`src/rtl/pie_pkg.sv`:
```
package pie_pkg;
  typedef enum logic [1:0] {
    SYM_ZERO = 2'b00,
    SYM_ONE  = 2'b01,
    SYM_EOF  = 2'b10
  } sym_t;
endpackage

```
`src/rtl/pie_notch_sync.sv`:
```
module pie_notch_sync #(
  parameter int SYNC_STAGES = 2,
  parameter int GUARD_CYC   = 64
) (
  input  logic clk,
  input  logic rst,
  input  logic notch_i,
  output logic fall_o
);
  localparam int GW = $clog2(GUARD_CYC + 1);
  localparam logic [GW-1:0] GUARD_END = GW'(GUARD_CYC);

  logic [SYNC_STAGES-1:0] sync_q;
  logic                   prev_q;
  logic [GW-1:0]          guard_q;
  logic                   open;

  assign open = (guard_q == GUARD_END);

  always_ff @(posedge clk) begin
    if (rst) begin
      sync_q  <= '1;
      prev_q  <= 1'b1;
      guard_q <= '0;
      fall_o  <= 1'b0;
    end else begin
      sync_q <= {sync_q[SYNC_STAGES-2:0], notch_i};
      prev_q <= sync_q[SYNC_STAGES-1];
      if (!open) guard_q <= guard_q + 1'b1;
      fall_o <= open && prev_q && !sync_q[SYNC_STAGES-1];
    end
  end

  // an accepted edge needs a high sample before it, so two edges never touch
  a_r3_edge_spacing: assert property (@(posedge clk) disable iff (rst)
    fall_o |=> !fall_o);
endmodule

```
`src/rtl/pie_interval_timer.sv`:
```
module pie_interval_timer #(
  parameter int CNT_W = 8
) (
  input  logic             clk,
  input  logic             rst,
  input  logic             fall_i,
  output logic             iv_valid_o,
  output logic [CNT_W-1:0] iv_len_o,
  output logic             sat_o
);
  localparam logic [CNT_W-1:0] CNT_MAX = '1;

  logic [CNT_W-1:0] cnt_q;
  logic             run_q;

  always_ff @(posedge clk) begin
    if (rst) begin
      cnt_q      <= '0;
      run_q      <= 1'b0;
      iv_valid_o <= 1'b0;
      iv_len_o   <= '0;
      sat_o      <= 1'b0;
    end else begin
      iv_valid_o <= 1'b0;
      sat_o      <= 1'b0;
      if (fall_i) begin
        iv_valid_o <= 1'b1;
        iv_len_o   <= cnt_q;
        cnt_q      <= {{(CNT_W-1){1'b0}}, 1'b1};
        run_q      <= 1'b1;
      end else if (run_q) begin
        if (cnt_q == CNT_MAX) begin
          sat_o <= 1'b1;
          run_q <= 1'b0;
        end else begin
          cnt_q <= cnt_q + 1'b1;
        end
      end
    end
  end

  // saturation is reported once per run
  a_r7_sat_single: assert property (@(posedge clk) disable iff (rst)
    sat_o |=> !sat_o);
endmodule

```
`src/rtl/pie_symbol_classifier.sv`:
```
module pie_symbol_classifier
  import pie_pkg::*;
#(
  parameter int CNT_W = 8
) (
  input  logic             clk,
  input  logic             rst,
  input  logic             iv_valid_i,
  input  logic [CNT_W-1:0] iv_len_i,
  input  logic             sat_i,
  output logic             sym_valid_o,
  output sym_t             sym_o,
  output logic             err_o,
  output logic             frame_start_o,
  output logic             hdr_ok_o
);
  localparam logic [CNT_W-1:0] CNT_MAX = '1;

  typedef enum logic [1:0] {ST_IDLE, ST_HDR, ST_DATA} st_t;

  st_t              st_q;
  logic [1:0]       idx_q;
  logic [CNT_W-1:0] z_q, o_q, e_q;
  logic [CNT_W:0]   zo_sum;
  logic [CNT_W-1:0] mid, eof_th;
  logic             hdr_pass, is_max;

  assign zo_sum   = {1'b0, z_q} + {1'b0, o_q};
  assign mid      = zo_sum[CNT_W:1];
  assign eof_th   = e_q - {2'b00, e_q[CNT_W-1:2]};
  assign is_max   = (iv_len_i == CNT_MAX);
  assign hdr_pass = (z_q < o_q) && (o_q <= eof_th) && (iv_len_i <= mid);

  always_ff @(posedge clk) begin
    if (rst) begin
      st_q          <= ST_IDLE;
      idx_q         <= '0;
      z_q           <= '0;
      o_q           <= '0;
      e_q           <= '0;
      sym_valid_o   <= 1'b0;
      sym_o         <= SYM_ZERO;
      err_o         <= 1'b0;
      frame_start_o <= 1'b0;
      hdr_ok_o      <= 1'b0;
    end else begin
      sym_valid_o   <= 1'b0;
      err_o         <= 1'b0;
      frame_start_o <= 1'b0;
      if (sat_i && st_q != ST_IDLE) begin
        err_o    <= 1'b1;
        hdr_ok_o <= 1'b0;
        st_q     <= ST_IDLE;
      end else if (iv_valid_i) begin
        unique case (st_q)
          ST_IDLE: begin
            st_q          <= ST_HDR;
            idx_q         <= '0;
            frame_start_o <= 1'b1;
            hdr_ok_o      <= 1'b0;
          end
          ST_HDR: begin
            idx_q <= idx_q + 1'b1;
            if (is_max) begin
              err_o <= 1'b1;
              st_q  <= ST_IDLE;
            end else begin
              unique case (idx_q)
                2'd0: z_q <= iv_len_i;
                2'd1: o_q <= iv_len_i;
                2'd2: e_q <= iv_len_i;
                default: begin
                  if (hdr_pass) begin
                    st_q     <= ST_DATA;
                    hdr_ok_o <= 1'b1;
                  end else begin
                    err_o <= 1'b1;
                    st_q  <= ST_IDLE;
                  end
                end
              endcase
            end
          end
          default: begin
            if (is_max) begin
              err_o    <= 1'b1;
              hdr_ok_o <= 1'b0;
              st_q     <= ST_IDLE;
            end else begin
              sym_valid_o <= 1'b1;
              if (iv_len_i <= mid) begin
                sym_o <= SYM_ZERO;
              end else if (iv_len_i > eof_th) begin
                sym_o <= SYM_EOF;
                st_q  <= ST_IDLE;
              end else begin
                sym_o <= SYM_ONE;
              end
            end
          end
        endcase
      end
    end
  end

  // only the three defined codes leave the classifier
  a_r5_code_legal: assert property (@(posedge clk) disable iff (rst)
    sym_valid_o |-> (sym_o == SYM_ZERO || sym_o == SYM_ONE || sym_o == SYM_EOF));
  // after end-of-frame the next interval is a frame start, never a symbol
  a_r6_eof_closes: assert property (@(posedge clk) disable iff (rst)
    (sym_valid_o && sym_o == SYM_EOF) |=> !sym_valid_o);
endmodule

```
`src/rtl/pie_cmd_capture.sv`:
```
module pie_cmd_capture
  import pie_pkg::*;
#(
  parameter int CMD_W = 8
) (
  input  logic             clk,
  input  logic             rst,
  input  logic             frame_start_i,
  input  logic             sym_valid_i,
  input  sym_t             sym_i,
  output logic             cmd_valid_o,
  output logic [CMD_W-1:0] cmd_o
);
  localparam int CW = $clog2(CMD_W + 1);
  localparam logic [CW-1:0] LAST = CW'(CMD_W - 1);
  localparam logic [CW-1:0] FULL = CW'(CMD_W);

  logic [CMD_W-1:0] shreg_q;
  logic [CW-1:0]    bcnt_q;
  logic [CMD_W-1:0] shreg_nx;

  assign shreg_nx = {shreg_q[CMD_W-2:0], (sym_i == SYM_ONE)};

  always_ff @(posedge clk) begin
    if (rst) begin
      shreg_q     <= '0;
      bcnt_q      <= '0;
      cmd_valid_o <= 1'b0;
      cmd_o       <= '0;
    end else begin
      cmd_valid_o <= 1'b0;
      if (frame_start_i) begin
        bcnt_q <= '0;
      end else if (sym_valid_i && sym_i != SYM_EOF && bcnt_q < FULL) begin
        shreg_q <= shreg_nx;
        bcnt_q  <= bcnt_q + 1'b1;
        if (bcnt_q == LAST) begin
          cmd_valid_o <= 1'b1;
          cmd_o       <= shreg_nx;
        end
      end
    end
  end

  // a completed byte always follows a symbol strobe by one cycle
  a_r9_cmd_after_sym: assert property (@(posedge clk) disable iff (rst)
    cmd_valid_o |-> $past(sym_valid_i));
endmodule

```
`src/rtl/pie_fwd_decoder.sv`:
```
module pie_fwd_decoder
  import pie_pkg::*;
#(
  parameter int CNT_W       = 8,
  parameter int GUARD_CYC   = 64,
  parameter int SYNC_STAGES = 2,
  parameter int CMD_W       = 8
) (
  input  logic             clk,
  input  logic             rst,
  input  logic             notch_i,
  input  logic             crc_pass_i,
  output logic             sym_valid,
  output logic [1:0]       sym_code,
  output logic             timing_err,
  output logic             in_sync,
  output logic             cmd_valid,
  output logic [CMD_W-1:0] cmd_byte
);
  logic             fall;
  logic             iv_valid, iv_sat;
  logic [CNT_W-1:0] iv_len;
  sym_t             sym;
  logic             frame_start, hdr_ok;

  pie_notch_sync #(.SYNC_STAGES(SYNC_STAGES), .GUARD_CYC(GUARD_CYC)) u_sync (
    .clk(clk), .rst(rst), .notch_i(notch_i), .fall_o(fall));

  pie_interval_timer #(.CNT_W(CNT_W)) u_tmr (
    .clk(clk), .rst(rst), .fall_i(fall),
    .iv_valid_o(iv_valid), .iv_len_o(iv_len), .sat_o(iv_sat));

  pie_symbol_classifier #(.CNT_W(CNT_W)) u_cls (
    .clk(clk), .rst(rst), .iv_valid_i(iv_valid), .iv_len_i(iv_len), .sat_i(iv_sat),
    .sym_valid_o(sym_valid), .sym_o(sym), .err_o(timing_err),
    .frame_start_o(frame_start), .hdr_ok_o(hdr_ok));

  pie_cmd_capture #(.CMD_W(CMD_W)) u_cmd (
    .clk(clk), .rst(rst), .frame_start_i(frame_start),
    .sym_valid_i(sym_valid), .sym_i(sym),
    .cmd_valid_o(cmd_valid), .cmd_o(cmd_byte));

  assign sym_code = sym;

  always_ff @(posedge clk) begin
    if (rst)                      in_sync <= 1'b0;
    else if (timing_err)          in_sync <= 1'b0;
    else if (crc_pass_i && hdr_ok) in_sync <= 1'b1;
  end

  // a fault and a symbol never share a cycle
  a_r10_err_excl: assert property (@(posedge clk) disable iff (rst)
    $onehot0({sym_valid, timing_err}));
  // sync only rises after a CRC pass
  a_r8_sync_rise: assert property (@(posedge clk) disable iff (rst)
    $rose(in_sync) |-> $past(crc_pass_i));
  // a fault drops sync on the next cycle
  a_r8_err_drops: assert property (@(posedge clk) disable iff (rst)
    timing_err |=> !in_sync);
endmodule

```
`config.mk`:
```
export PLATFORM = sky130hd
export DESIGN_NAME = pie_fwd_decoder
export DESIGN_NICKNAME = d
export VERILOG_FILES = /design/src/rtl/pie_pkg.sv /design/src/rtl/pie_notch_sync.sv /design/src/rtl/pie_interval_timer.sv /design/src/rtl/pie_symbol_classifier.sv /design/src/rtl/pie_cmd_capture.sv /design/src/rtl/pie_fwd_decoder.sv
export SDC_FILE = /design/constraint.sdc
export NUM_CORES = 1
export LEC_CHECK = 0
export ABC_AREA = 1
export BUFFER_PORTS_ARGS = -buffer_cell sky130_fd_sc_hd__buf_4
export CORE_ASPECT_RATIO = 1.2
export CORE_MARGIN = 2
export CORE_UTILIZATION = 40
export CTS_BUF_LIST = sky130_fd_sc_hd__clkbuf_8
export DETAILED_ROUTE_END_ITERATION = 12
export PLACE_DENSITY_LB_ADDON = 0.08
export RECOVER_POWER = 25
export SLEW_MARGIN = 25
export SYNTH_ARGS = -nofsm -noshare
export SYNTH_HDL_FRONTEND = slang
export SYNTH_SLANG_ARGS = --single-unit
```
`constraint.sdc`:
```
create_clock -name clk -period 4.65 [get_ports clk]
set_input_delay 0.93 -clock clk [delete_from_list [all_inputs] [get_ports clk]]
set_output_delay 0.93 -clock clk [all_outputs]
set_load 0.02 [all_outputs]
```
# [Word level (Yosys, flattened, before mapping)]
# Cells that the tools add are included.
[word_totals] output_inout_bits=14 elab_cells=129 ff_bits=85 input_bits=4
[classes] magnitude_cmp=5 eq_ne=15 add_sub_neg=6 n_bitwise=8 n_reduce_logical=37 muxes=33
[ops] op="two-way mux 1 bit" count=21
[ops] op="AND reduction 5 bit" count=4
[ops] op="== test 8 bit, second input constant" count=2
[ops] op="less-or-equal comparator 8 bit" count=2
[ops] op="two-way mux 2 bit" count=8
[ops] op="OR reduction 3 bit" count=4
[ops] op="OR reduction 2 bit" count=5
[ops] op="adder 8 x 8 -> 9 bit" count=1
[ops] op="adder 8 x 1 -> 8 bit, second input constant" count=1
[ops] op="> comparator 8 bit" count=1
[ops] op="logical AND 1 bit" count=8
[ops] op="less-than comparator 8 bit" count=1
[ops] op="inequality test 2 bit, second input constant" count=4
[ops] op="NOT 1 bit" count=8
[ops] op="case mux 2 bit (2 select lines)" count=2
[ops] op="AND reduction 4 bit" count=2
[ops] op="subtractor 8 x 6 -> 8 bit" count=1
[ops] op="adder 7 x 1 -> 7 bit, second input constant" count=1
[ops] op="== test 7 bit, second input constant" count=1
[ops] op="== test 2 x 1 -> 1 bit, second input constant" count=3
[ops] op="AND reduction 2 bit" count=3
[ops] op="AND reduction 3 bit" count=2
[ops] op="nonzero test 2 bit" count=3
[ops] op="OR reduction 5 bit" count=1
[ops] op="13 further kinds" count=15

# [Longest topological paths before layout]
# Gate-level depths: netlist of the first run.
[depth] word_depth=10 depth_mapped=22 depth_no_buf=22

# [Cells and area by module]
# Synthesis of the first run repeated with hierarchy kept, for this count alone.
[hier_totals] cells_unflattened=644 hier_area_um2=4828.4
[modules_own_cells] module="pie_symbol_classifier" instances=1 seq_area_each_um2=680.7 cells_each=362 area_per_inst_um2=2663.8
[modules_own_cells] module="pie_cmd_capture" instances=1 seq_area_each_um2=400.4 cells_each=110 area_per_inst_um2=862.1
[modules_own_cells] module="pie_interval_timer" instances=1 seq_area_each_um2=380.4 cells_each=103 area_per_inst_um2=785.8
[modules_own_cells] module="pie_notch_sync" instances=1 seq_area_each_um2=220.2 cells_each=62 area_per_inst_um2=474.2
[modules_own_cells] module="pie_fwd_decoder" instances=1 seq_area_each_um2=20.0 cells_each=7 area_per_inst_um2=42.5

# [Worst setup path before layout of the first run]
# OpenSTA, ideal clock, no wires.
[synth_path] path_kind="register to register" start="register u_cls.o_q[1]" end="register u_cls.err_o" stages_incl_launch_ff=20 t_arrival_ps=2676 path_slack_ps=1842 n_path_buf=0 setup_time_ps=132 synth_period_minus_slack_ps=2808 required_ps=4518 cell_sequence="dfxtp_1 inv_1 ha_1 o31ai_1 a21oi_1 o21bai_1 a21oi_1 o21ai_1 xor2_1 ha_1 nand4_1 inv_1 nand2_1 o211ai_1 nand2_1 nand3b_1 nor2_1 nand2_1 nand2_1 a21oi_2"
[synth_between] elab_chain_len=9 word_cells_on_any_way=12 classes_between="1 x add/sub; 3 x order compare; 6 x mux; 2 x reduce/logical"
[synth_lines] element="from (decl)" line="pie_symbol_classifier.sv:23" text="logic [CNT_W-1:0] z_q, o_q, e_q;"
[synth_lines] element="from (signal assigned)" line="pie_symbol_classifier.sv:70" text="2'd1: o_q <= iv_len_i;"
[synth_lines] element="adder 8 x 8 -> 9 bit (tied with other cells)" line="pie_symbol_classifier.sv:28" text="assign zo_sum = {1'b0, z_q} + {1'b0, o_q};"
[synth_lines] element="less-or-equal comparator 8 bit / logical AND 1 bit (equally long branches)" line="pie_symbol_classifier.sv:32" text="assign hdr_pass = (z_q < o_q) && (o_q <= eof_th) && (iv_len_i <= mid);"
[synth_lines] element="logical AND 1 bit *" line="pie_symbol_classifier.sv:32"
[synth_lines] element="two-way mux 1 bit *" line="pie_symbol_classifier.sv:73" text="if (hdr_pass) begin"
[synth_lines] element="two-way mux 1 bit *" line="pie_symbol_classifier.sv:68" text="unique case (idx_q)"
[synth_lines] element="two-way mux 1 bit *" line="pie_symbol_classifier.sv:64" text="if (is_max) begin"
[synth_lines] element="case mux 1 bit (2 select lines) *" line="pie_symbol_classifier.sv:55" text="unique case (st_q)"
[synth_lines] element="two-way mux 1 bit *" line="pie_symbol_classifier.sv:54" text="end else if (iv_valid_i) begin"
[synth_lines] element="two-way mux 1 bit *" line="pie_symbol_classifier.sv:50" text="if (sat_i && st_q != ST_IDLE) begin"
[synth_lines] element="to (signal assigned)" line="pie_symbol_classifier.sv:48" text="err_o <= 1'b0;"
[synth_lines] element="to (signal assigned)" line="pie_symbol_classifier.sv:51" text="err_o <= 1'b1;"
[synth_lines] element="to (signal assigned)" line="pie_symbol_classifier.sv:65" text="err_o <= 1'b1;"
[synth_lines] element="to (decl)" line="pie_symbol_classifier.sv:13" text="output logic err_o,"
# Mark *: on every way between the ends. The rest lies on a longest branch, timed or not.
# A chain may end at the register's enable or synchronous reset.

# [Worst setup path after layout of the first run]
# Ends and elaborated chain as after synthesis.

==> results of run 1 <==
[cells in the final DEF, fill, tap and decap left out, types with 6 or more instances in the layout]
| master | n |
|---|---|
| xor2_1 | 9 |
| nor2_1 | 41 |
| ha_1 | 50 |
| nand3_1 | 19 |
| o21ai_1 | 8 |
| inv_2 | 14 |
| o21ai_0 | 44 |
| buf_4 | 17 |
| o22ai_1 | 8 |
| nor3_1 | 10 |
| o21bai_1 | 6 |
| a21oi_1 | 68 |
| inv_1 | 92 |
| nand3_2 | 9 |
| nand2_2 | 10 |
| dfxtp_1 | 85 |
| clkbuf_8 | 11 |
| nand2_1 | 58 |
[per-layer routing]
metal	vias up	GRT usage (%)	wire length, um
li1	1958	-	-
met1	1675	21.7	4730
met2	22	28.7	4780
met3	16	3.16	168
met4	0	6.42	196
met5	-	0	0
[sequential cells by signal (all words and copies together), names as in the netlist, 2 cells and up]
register	cells
u_tmr.iv_len_o	8
u_cls.sym_o	2
u_cls.z_q	8
u_cls.o_q	8
u_cls.st_q	2
u_sync.guard_q	7
u_tmr.cnt_q	8
u_cls.e_q	8
u_cmd.cmd_o	8
u_cls.idx_q	2
u_cmd.shreg_q	7
u_cmd.bcnt_q	4
u_sync.sync_q	2
[cells in the mapped netlist, drive strengths merged]
master  number
a211oi       7
a21oi       72
a31oi        1
and3         1
buf          8
clkbuf       5
clkinv       2
dfxtp       85
fa           2
ha          50
inv        105
nand2       68
nand3       29
nand3b       1
nand4        5
nor2        46
nor3        12
nor3b        1
nor4         3
o211ai       1
o21ai       52
o21bai       6
o22ai        8
o31ai        1
or2          4
xnor2        4
xor2         9
[worst reg2reg max path, stage by stage (launching register included)]
cell and delay [ps]:
dfxtp_1 420, inv_1 90, ha_1 320, o31ai_1 360
a21oi_1 130, o21bai_1 220, a21oi_1 100, o21ai_1 150
xor2_1 180, ha_1 260, nand4_1 90, inv_1 60
nand2_1 60, o211ai_1 80, nand2_1 90, nand3b_1 70
nor2_1 190, nand2_1 70, nand2_1 70, a21oi_2 50
[metrics by stage]
step,worst slack (ps),hold WS [ps],cell area (um2),cells,utilization [%]
after floorplan,1840,389,4650,588,-
after global placement,1610,408,4920,750,43.0
after detailed placement,1500,403,4920,750,43.0
after CTS,1460,427,5120,765,44.7
after global routing,1160,459,5120,765,44.7
final,1410,422,5120,765,44.7
[power groups by stage]
stage               registers [mW]  clock network (mW)  logic [mW]
floorplan                    0.749                   0      0.0207
global placement             0.750                   0      0.0290
detailed placement           0.750                   0      0.0293
CTS                          0.733               0.559      0.0294
global route                 0.733               0.587      0.0324
finish                       0.733               0.539      0.0282
[kinds of logic after synthesis]
logic type               Yosys count
buffers and inverters            120
XOR/XNOR                          13
adder cells (fa/ha/maj)           52
flip-flops                        85
AO/OA/AOI/OAI                    148
AND/OR/NAND/NOR                  170
[cell type report]
class	instances	area share, %
clock buffer	11	2.96
clock inverter	4	0.929
inverter	107	7.90
multi-input combinational	383	48.6
sequential	85	33.3
tap	157	3.84
timing repair buffer	18	2.57
[path summary, 6_finish.rpt]
path,from,endpoint,slack [ps],depth (start not counted)
worst max-delay path,u_cls.o_q[1],u_cls.err_o,1410,19
worst min-delay path,u_sync.sync_q[0],u_sync.sync_q[1],420,1
worst max register to register,u_cls.o_q[1],u_cls.err_o,1410,19
worst min register to register,u_sync.sync_q[0],u_sync.sync_q[1],420,1
==> key figures, run 1 <==
Outcome
  • Run status: finished, final reports clean

Clocking
  • TritonCTS clock tree: done
  • Clock tree buffer depth: 2
  • CTS resizes: 0
  • Number of hold buffers added after CTS: 0
  • Source-to-sink clock delay at the later pin of the worst-skew pair: 370 ps
  • Root Buffer: clkbuf_8
  • Clock-pin slew reported for the worst setup and hold paths after clock tree synthesis: 90 ps
  • Inserted Clock Buffers: 9
  • Post-CTS setup repair buffer count: 0
  • Clock sink count: 85
  • Htree depth: 3

Synthesis
  • Yosys top cell area share: 36.6%
  • Post-synth cell types: 43
  • Main area contributors after synthesis: dfxtp_1 37%, ha_1 13%, inv_1 7.3%, a21oi_1 7.3%, o21ai_0 4.7%
  • Post-synthesis compound-gate area fraction: 17.7%
  • Multiplexer share of the synthesized area: 0%
  • Instance count of the mapped netlist: 588
  • Number of nets in the synthesized netlist: 644
  • Warning count from the yosys run: 0
  • Area fraction in and, or, nand and nor cells after synthesis: a little under a fifth
  • Post-synthesis share of cell area spent on full adders, half adders and majority gates: 14.3%
  • Dominant combinational cell family by area after synthesis: simple AND/OR/NAND/NOR gates
  • Parity-gate share of the synthesized area counting xor and xnor cells: 2.45%
  • Cell type contributing the most total cell area after synthesis: dfxtp_1
  • Area of the mapped netlist: 0.00465 mm2
  • Fraction of the yosys area taken by sequential cells: 36.6%
  • Synth Area per Inst: 7.92 um2
  • Flip-flop and latch count after synthesis: 85

Pwr
  • Relative contribution of the clock network to total power: between 40% and 50%
  • P_sw: 0.287 mW
  • Leakage power: roughly 2.2 nW
  • Combinational share of power: about 2.2%
  • Switching share of power: 22.1%
  • Peak supply drop: 148 uV
  • Overall power after layout: 1.30 mW
  • Cell-internal power: 1.01 mW
  • Sequential share of power: 56.3%
  • Power density over cell area: 254 mW/mm2

Drt
  • Post-detailed-route via-to-cell ratio: 4.80
  • Iter 0 DRT Violations: 99
  • Post-route ant nets: 0
  • Total length of routed wires: approximately 9.9 mm
  • Overall via count from detail_route: approximately 3,700
  • DR pass1 iterations: 5
  • Avg WL per Cell: roughly 13 um
  • DRC violations left: 0

Final layout
  • Area growth syn-to-layout: 9.95%
  • Antenna diode instance count: 0
  • Area taken by multi-input logic gates: 0.00248 mm2
  • Layout net count: 660
  • Fillcell total: 1,203
  • Sequential cell area: 0.00170 mm2
  • Layout cells sized above 1: 14.5%

Worst setup path
  • Required @ worst endpoint: 4840 ps
  • Slowest cell delay on critical path: 420 ps
  • Data arrival time of the critical path: 3430 ps
  • Number of buffer and inverter instances along the worst setup path: 2
  • Kind of cell adding the most delay to the critical path: compound AO/OA/AOI/OAI gates
  • Cell mode on critical path: nand2_1
  • Critical Path, Cell by Cell: inv_1, ha_1, o31ai_1, a21oi_1, o21bai_1, a21oi_1, o21ai_1, xor2_1, ha_1, nand4_1, inv_1, nand2_1, o211ai_1, nand2_1, nand3b_1, nor2_1, nand2_1, nand2_1, a21oi_2
  • CP Launch Type: register
  • Critical path fanouts, max: 4
  • Critical-path cell with the highest stage delay: dfxtp_1
  • CP Capture Type: register
  • Type of the worst setup path: reg2reg

Floorplan
  • Row count: 43
  • Top Ports: 18
  • Die area: 0.0125 mm2
  • Effective utilization at floorplan: 40.6%
  • Std-Cell Core Area: 0.0115 mm2
  • DIE WIDTH: 102 um
  • Die outline height: around 120 um

STA
  • Clock period minus worst slack: 3240 ps
  • Tcrit/Tclk final: a little over two thirds
  • Worst-Margin Slew: 1280 ps
  • Relative slew margins: 14.9%
  • Highest achievable clock rate: 309 MHz
  • Setup TNS Final: 0 ps
  • Setup Skew: 12.6 ps
  • RSZ-0062 raised after global routing: no
  • Final number of setup-violating endpoints: 0
  • Final hold violations: 0
  • Total count of max-transition violations in the final report: 0

Flow run
  • Max Cap Violations: 0

Global routing
  • First-pass GRT wire length: 16.6 mm
  • Pin count of the biggest net entering global routing: 30
  • Initial antenna violation count: 0
  • Overall global routing resource usage: 17.1%
  • GRT Residual Overflow: 0
  • Via count of the first global-routing pass: 3,610

Placement
  • RD Place Congestion: 0.860
  • HPWL after DPL: approximately 7.6 mm
  • IO buf count: 17

Hold path
  • Worst hold path class: reg2reg
(Power assumes the default switching activity.)
==> run 2: changes to the inputs <==
==> constraint.sdc (replaced) <==
create_clock -name clk -period 3.2 [get_ports clk]
set_input_delay 0.64 -clock clk [delete_from_list [all_inputs] [get_ports clk]]
set_output_delay 0.64 -clock clk [all_outputs]
set_load 0.02 [all_outputs]
==> run 2 against run 1 <==
Clock skew decreased by 2.0 ps. Sequential power rose by 45%. Cell area rose by 0.83%. Flip-flop and latch count unchanged. Largest cell class unchanged. Largest power group unchanged. Highest routed layer unchanged.
==> key figures, run 2 (synthesis results as in run 1) <==
Worst setup path
  • Critical path fanouts, max: 4 (unchanged)
  • Critical Path, Cell by Cell: inv_1, ha_1, o31ai_4, a21oi_1, o21bai_1, a21oi_1, o21ai_1, xor2_1, ha_1, nand4_1, inv_1, nand2_1, o211ai_1, nand2_1, nand3b_1, nor2_2, nand3_1, nand3_1, nand2_1, inv_1
  • Required @ worst endpoint: 3500 ps (-1340 ps)
  • Kind of cell adding the most delay to the critical path: compound AO/OA/AOI/OAI gates
  • Number of buffer and inverter instances along the worst setup path: 3 (+1)
  • Type of the worst setup path: reg2reg
  • CP Launch Type: register
  • Slowest cell delay on critical path: 380 ps (-40 ps)
  • Data arrival time of the critical path: 3240 ps (-190 ps)
  • Critical-path cell with the highest stage delay: dfxtp_4
  • CP Capture Type: register

Floorplan
  • Die area: 0.0125 mm2 (unchanged)
  • Die outline height: 122 um (unchanged)
  • Std-Cell Core Area: 0.0115 mm2 (unchanged)
  • Row count: 43 (unchanged)
  • Top Ports: 18 (unchanged)
  • DIE WIDTH: 102 um (unchanged)
  • Effective utilization at floorplan: 40.6% (unchanged)

Drt
  • Iter 0 DRT Violations: 119 (+20%)
  • Overall via count from detail_route: 3,701 (+0.82%)
  • Post-route ant nets: 0 (unchanged)
  • Total length of routed wires: 9.80 mm (-0.81%)
  • Post-detailed-route via-to-cell ratio: 4.83 (+0.69%)
  • Avg WL per Cell: 12.8 um (-0.94%)
  • DR pass1 iterations: 4 (-1)
  • DRC violations left: 0 (unchanged)

STA
  • Relative slew margins: 67.8% (+53 points)
  • Total count of max-transition violations in the final report: 0 (unchanged)
  • Highest achievable clock rate: 341 MHz (+10%)
  • RSZ-0062 raised after global routing: no
  • Tcrit/Tclk final: 91.8% (+22 points)
  • Clock period minus worst slack: 2940 ps (-300 ps)
  • Worst-Margin Slew: 483 ps (-794 ps)
  • Final WS setup: 263 ps (-1150 ps)
  • Setup TNS Final: 0 ps (unchanged)
  • Final number of setup-violating endpoints: 0 (unchanged)
  • Final hold violations: 0 (unchanged)
  • Setup Skew: 10.6 ps (-2.03 ps)

Placement
  • Post-Place Setup Slack: 76.9 ps (-1430 ps)
  • HPWL after DPL: 7.48 mm (-1.3%)
  • RD Place Congestion: 0.860 (unchanged)
  • IO buf count: 17 (unchanged)

Pwr
  • Leakage power: 2.25 nW (+0.44%)
  • Peak supply drop: 249 uV (+68%)
  • Power density over cell area: 364 mW/mm2 (+43%)

Clocking
  • Root Buffer: clkbuf_8
  • Clock-pin slew reported for the worst setup and hold paths after clock tree synthesis: 90 ps (about the same)
  • TritonCTS clock tree: done
  • Clock tree buffer depth: 2 (unchanged)
  • Number of hold buffers added after CTS: 0 (unchanged)
  • Htree depth: 3 (unchanged)
  • Post-CTS setup repair buffer count: 0 (unchanged)
  • Inserted Clock Buffers: 9 (unchanged)
  • Source-to-sink clock delay at the later pin of the worst-skew pair: 360 ps (about the same)
  • Clock sink count: 85 (unchanged)

Final layout
  • Area growth syn-to-layout: 10.9%
  • Layout cells sized above 1: 15.8% (+1.3 points)
  • Layout net count: 660 (unchanged)
  • Leading cell type in the layout, fill and taps excluded: inv_1
  • Core Util, Final: 45.0% (+0.37 points)
  • Commonest cells after routing, fill and taps aside: 93 x inv_1, 83 x dfxtp_1, 67 x a21oi_1, 57 x nand2_1, 49 x ha_1
  • Antenna diode instance count: 0 (unchanged)

Global routing
  • First-pass GRT wire length: 16.8 mm (+1.3%)
  • GRT Residual Overflow: 0 (unchanged)
  • Overall global routing resource usage: 17.2% (+0.12 points)
  • Via count of the first global-routing pass: 3,588 (-0.61%)
  • Initial antenna violation count: 0 (unchanged)
  • Pin count of the biggest net entering global routing: 30 (unchanged)

Outcome
  • Run status: finished, final reports clean

Flow run
  • Max Cap Violations: 0 (unchanged)

Hold path
  • Worst hold path class: reg2reg
[run 2: what timing repair did]
action / CTS / global route
endpoints found under the hold margin: 0 / 0
endpoints found under the setup margin: 0 / 4
gates resized for setup: 0 / 12
[run 2: final timing paths]
check | start | end | slack, ps | cells after the start
hold / removal | u_sync.sync_q[0] | u_sync.sync_q[1] | 420 | 1
setup reg to reg | u_cls.o_q[1] | u_cls.st_q[1] | 260 | 20
setup / recovery | u_cls.o_q[1] | u_cls.st_q[1] | 260 | 20
hold reg to reg | u_sync.sync_q[0] | u_sync.sync_q[1] | 420 | 1
[run 2: worst reg2reg max path, stage by stage (launching register included)]
cell	delay, ps
dfxtp_4	380
inv_1	60
ha_1	340
o31ai_4	260
a21oi_1	100
o21bai_1	210
a21oi_1	90
o21ai_1	150
xor2_1	170
ha_1	260
nand4_1	90
inv_1	60
nand2_1	60
o211ai_1	70
nand2_1	80
nand3b_1	90
nor2_2	150
nand3_1	90
nand3_1	70
nand2_1	50
inv_1	40
[run 2: routing by layer]
metal	up-vias	wire [um]	GRT usage [%]
met1	1701	4610	22.0
met2	25	4910	29.4
met5	-	0	0
met3	6	198	3.10
li1	1969	-	-
met4	0	87	5.17
[run 2: layout make-up]
cell class              instances  area, um2
fillers                      1180       6300
multi-input cells             383       2520
flip-flops and latches         85       1710
inverters                     107        404
well taps                     157        196
clock buffers                  10        138
repair buffers                 18        135
clock inverters                 6       61.3
[run 2: stage by stage]
stage,instance area [um2],hold slack [ps],instances,power [mW]
final,5160,424,766,1.88
after global routing,5160,439,766,1.96
after CTS,5120,428,766,1.91
after detailed placement,4920,403,750,1.13
after global placement,4920,408,750,1.13
after floorplan,4650,389,588,1.12
[run 2: report_power, final]
group | internal [mW] | switching (mW)
clock | 0.381 | 0.394
combinational | 0.0134 | 0.0287
sequential | 1.06 | 0.00312
==> run 3: changes to the inputs <==
--- a/config.mk
+++ b/config.mk
@@ -7,6 +7,8 @@
 export LEC_CHECK = 0
 export ABC_AREA = 1
 export BUFFER_PORTS_ARGS = -buffer_cell sky130_fd_sc_hd__buf_4
+export CELL_PAD_IN_SITES_DETAIL_PLACEMENT = 2
+export CELL_PAD_IN_SITES_GLOBAL_PLACEMENT = 2
 export CORE_ASPECT_RATIO = 1.2
 export CORE_MARGIN = 2
 export CORE_UTILIZATION = 40
==> constraint.sdc (replaced) <==
create_clock -name clk -period 3.8 [get_ports clk]
set_input_delay 0.76 -clock clk [delete_from_list [all_inputs] [get_ports clk]]
set_output_delay 0.76 -clock clk [all_outputs]
set_load 0.02 [all_outputs]
==> run 3 against run 2 <==
The flow now finishes with violations (capacitance limit, slew limit). Register-to-register slack better by 170 ps. Combinational power shrank 11%. Utilization down 0.45 points. Routed wire length increased by 35%. Clock power is 17% lower. Largest cell class unchanged. Highest routed layer unchanged.
==> key figures, run 3 (synthesis results as in run 1) <==
Global routing
  • GRT Residual Overflow: 0 (unchanged)
  • Via count of the first global-routing pass: 4,388 (+22%)
  • Initial antenna violation count: 0 (unchanged)
  • Overall global routing resource usage: 22.7% (+5.4 points)
  • First-pass GRT wire length: 21.8 mm (+29%)
  • Pin count of the biggest net entering global routing: 41 (+37%)

Clocking
  • TritonCTS clock tree: done
  • Root Buffer: clkbuf_8
  • Clock-pin slew reported for the worst setup and hold paths after clock tree synthesis: 90 ps (about the same)
  • CTS resizes: 0 (unchanged)
  • Inserted Clock Buffers: 9 (unchanged)
  • Clock sink count: 85 (unchanged)
  • Clock tree buffer depth: 2 (unchanged)
  • Source-to-sink clock delay at the later pin of the worst-skew pair: 370 ps (about the same)
  • Post-CTS setup repair buffer count: 0 (unchanged)
  • Number of hold buffers added after CTS: 0 (unchanged)
  • Htree depth: 3 (unchanged)

Final layout
  • Layout net count: 660 (unchanged)
  • Antenna diode instance count: 0 (unchanged)
  • Area growth syn-to-layout: 9.76%
  • Layout cells sized above 1: 14.6% (-1.1 points)
  • Leading cell type in the layout, fill and taps excluded: inv_1
  • Fillcell total: 1,345 (+14%)
  • Commonest cells after routing, fill and taps aside: 91 x inv_1, 85 x dfxtp_1, 68 x a21oi_1, 58 x nand2_1, 50 x ha_1

STA
  • Setup TNS Final: 0 ps (unchanged)
  • Worst-Margin Slew: 1790 ps (+1300 ps)
  • RSZ-0062 raised after global routing: no
  • Tcrit/Tclk final: 88.7% (-3.1 points)
  • Final number of setup-violating endpoints: 0 (unchanged)
  • Total count of max-transition violations in the final report: 41 (+41)
  • Final hold violations: 0 (unchanged)
  • Setup Skew: 13.7 ps (+3.11 ps)
  • Final-layout worst hold slack: 429 ps (+5.34 ps)
  • Relative slew margins: -19.1% (-87 points)
  • Highest achievable clock rate: 297 MHz (-13%)
  • Clock period minus worst slack: 3370 ps (+434 ps)

Pwr
  • Power density over cell area: 309 mW/mm2 (-15%)
  • Leakage power: 2.23 nW (-1.1%)
  • Peak supply drop: 182 uV (-27%)

Worst setup path
  • CP Launch Type: register
  • Reg-to-reg critical path startpoint: u_cls.o_q[2]
  • Type of the worst setup path: reg2reg
  • CP Capture Type: register
  • Required @ worst endpoint: 4000 ps (+500 ps)
  • Critical path fanouts, max: 4 (unchanged)
  • Reg2Reg Setup Slack: 430 ps (+170 ps)
  • Worst Reg-to-Reg Cells: 19 (-5.0%)
  • Critical R2R Capture: u_cls.err_o
  • Data arrival time of the critical path: 3580 ps (+340 ps)

Drt
  • DRC violations left: 0 (unchanged)
  • Overall via count from detail_route: 3,977 (+7.5%)
  • Total length of routed wires: 13.2 mm (+35%)
  • Iter 0 DRT Violations: 91 (-24%)
  • Post-route ant nets: 0 (unchanged)
  • Post-detailed-route via-to-cell ratio: 5.19 (+7.5%)
  • DR pass1 iterations: 4 (unchanged)
  • Avg WL per Cell: 17.2 um (+35%)

Hold path
  • Worst hold path startpoint: u_sync.sync_q[0]
  • Worst Hold End: u_sync.sync_q[1]
  • Worst Hold Path Cells: 1 (unchanged)
  • Worst hold path class: reg2reg

Placement
  • HPWL after DPL: 10.1 mm (+36%)
  • RD Place Congestion: 0.794 (-7.7%)
  • IO buf count: 17 (unchanged)

Floorplan
  • Effective utilization at floorplan: 40.6% (unchanged)
  • Row count: 43 (unchanged)
  • Top Ports: 18 (unchanged)
  • DIE WIDTH: 102 um (unchanged)
  • Die area: 0.0125 mm2 (unchanged)
  • Die outline height: 122 um (unchanged)
  • Std-Cell Core Area: 0.0115 mm2 (unchanged)

Flow run
  • Max Cap Violations: 1 (+1)

Outcome
  • Violations in the final reports: capacitance limit, slew limit
  • Run status: finished, violations left
## run 3: cell count changes in the layout (fill, tap and decap cells not counted), sizes merged
cell / delta
clkinv: +1
inv: -1
buf: -2
clkbuf: +3
bufinv: -1
## run 3: stage by stage
stage                     instances  utilization [%]  area [um2]  setup slack (ps)  power, mW
after floorplan                 588                -        4650               992      0.942
after global placement          750             43.0        4920               741      0.954
after detailed placement        750             43.0        4920               499      0.956
after CTS                       766             44.6        5120               434       1.60
after global routing            766             44.6        5110              88.9       1.64
final                           766             44.6        5110               429       1.58
## run 3: area by class of cell
type / count / area, um2 / area share [%]
multi-input combinational: 383 / 2480 / 48.6
sequential: 85 / 1700 / 33.3
inverter: 107 / 404 / 7.91
tap: 157 / 196 / 3.85
clock buffer: 11 / 151 / 2.96
timing repair buffer: 18 / 128 / 2.50
clock inverter: 5 / 42.5 / 0.833
## run 3: metal layers
layer / global-route usage [%] / wire length (um) / vias up
met5: 0 / 0 / -
met4: 6.67 / 229 / 0
met3: 3.38 / 229 / 19
met2: 42.9 / 7180 / 30
met1: 25.8 / 5560 / 1966
li1: - / - / 1962
## run 3: worst max-delay path by stage
stage,start,to,slack (ps),cells past startpoint
2_1_floorplan,u_cls.o_q[1],u_cls.err_o,990,19
3_3_place_gp,u_cls.o_q[1],u_cls.st_q[1],740,20
3_5_place_dp,u_cls.o_q[2],u_cls.st_q[1],500,20
4_1_cts,u_cls.o_q[2],u_cls.st_q[1],430,20
5_1_grt,u_cls.o_q[2],u_cls.err_o,90,19
6_report,u_cls.o_q[2],u_cls.err_o,430,19
## run 3: power breakdown
group	internal, mW	switching [mW]	total [mW]
combinational	0.0113	0.0261	0.0373
clock	0.279	0.363	0.642
sequential	0.894	0.00296	0.897
## run 3: worst max-delay path, cell delays in order (launching register included)
cell and delay (ps):
dfxtp_1 390, inv_1 90, ha_1 350, o31ai_1 390, a21oi_1 130, o21bai_1 220, a21oi_1 110, o21ai_1 160
xor2_1 210, ha_1 280, nand4_1 100, inv_1 70, nand2_1 70, o211ai_1 80, nand2_1 90, nand3b_1 80
nor2_1 190, nand2_1 80, nand2_1 80, a21oi_2 50
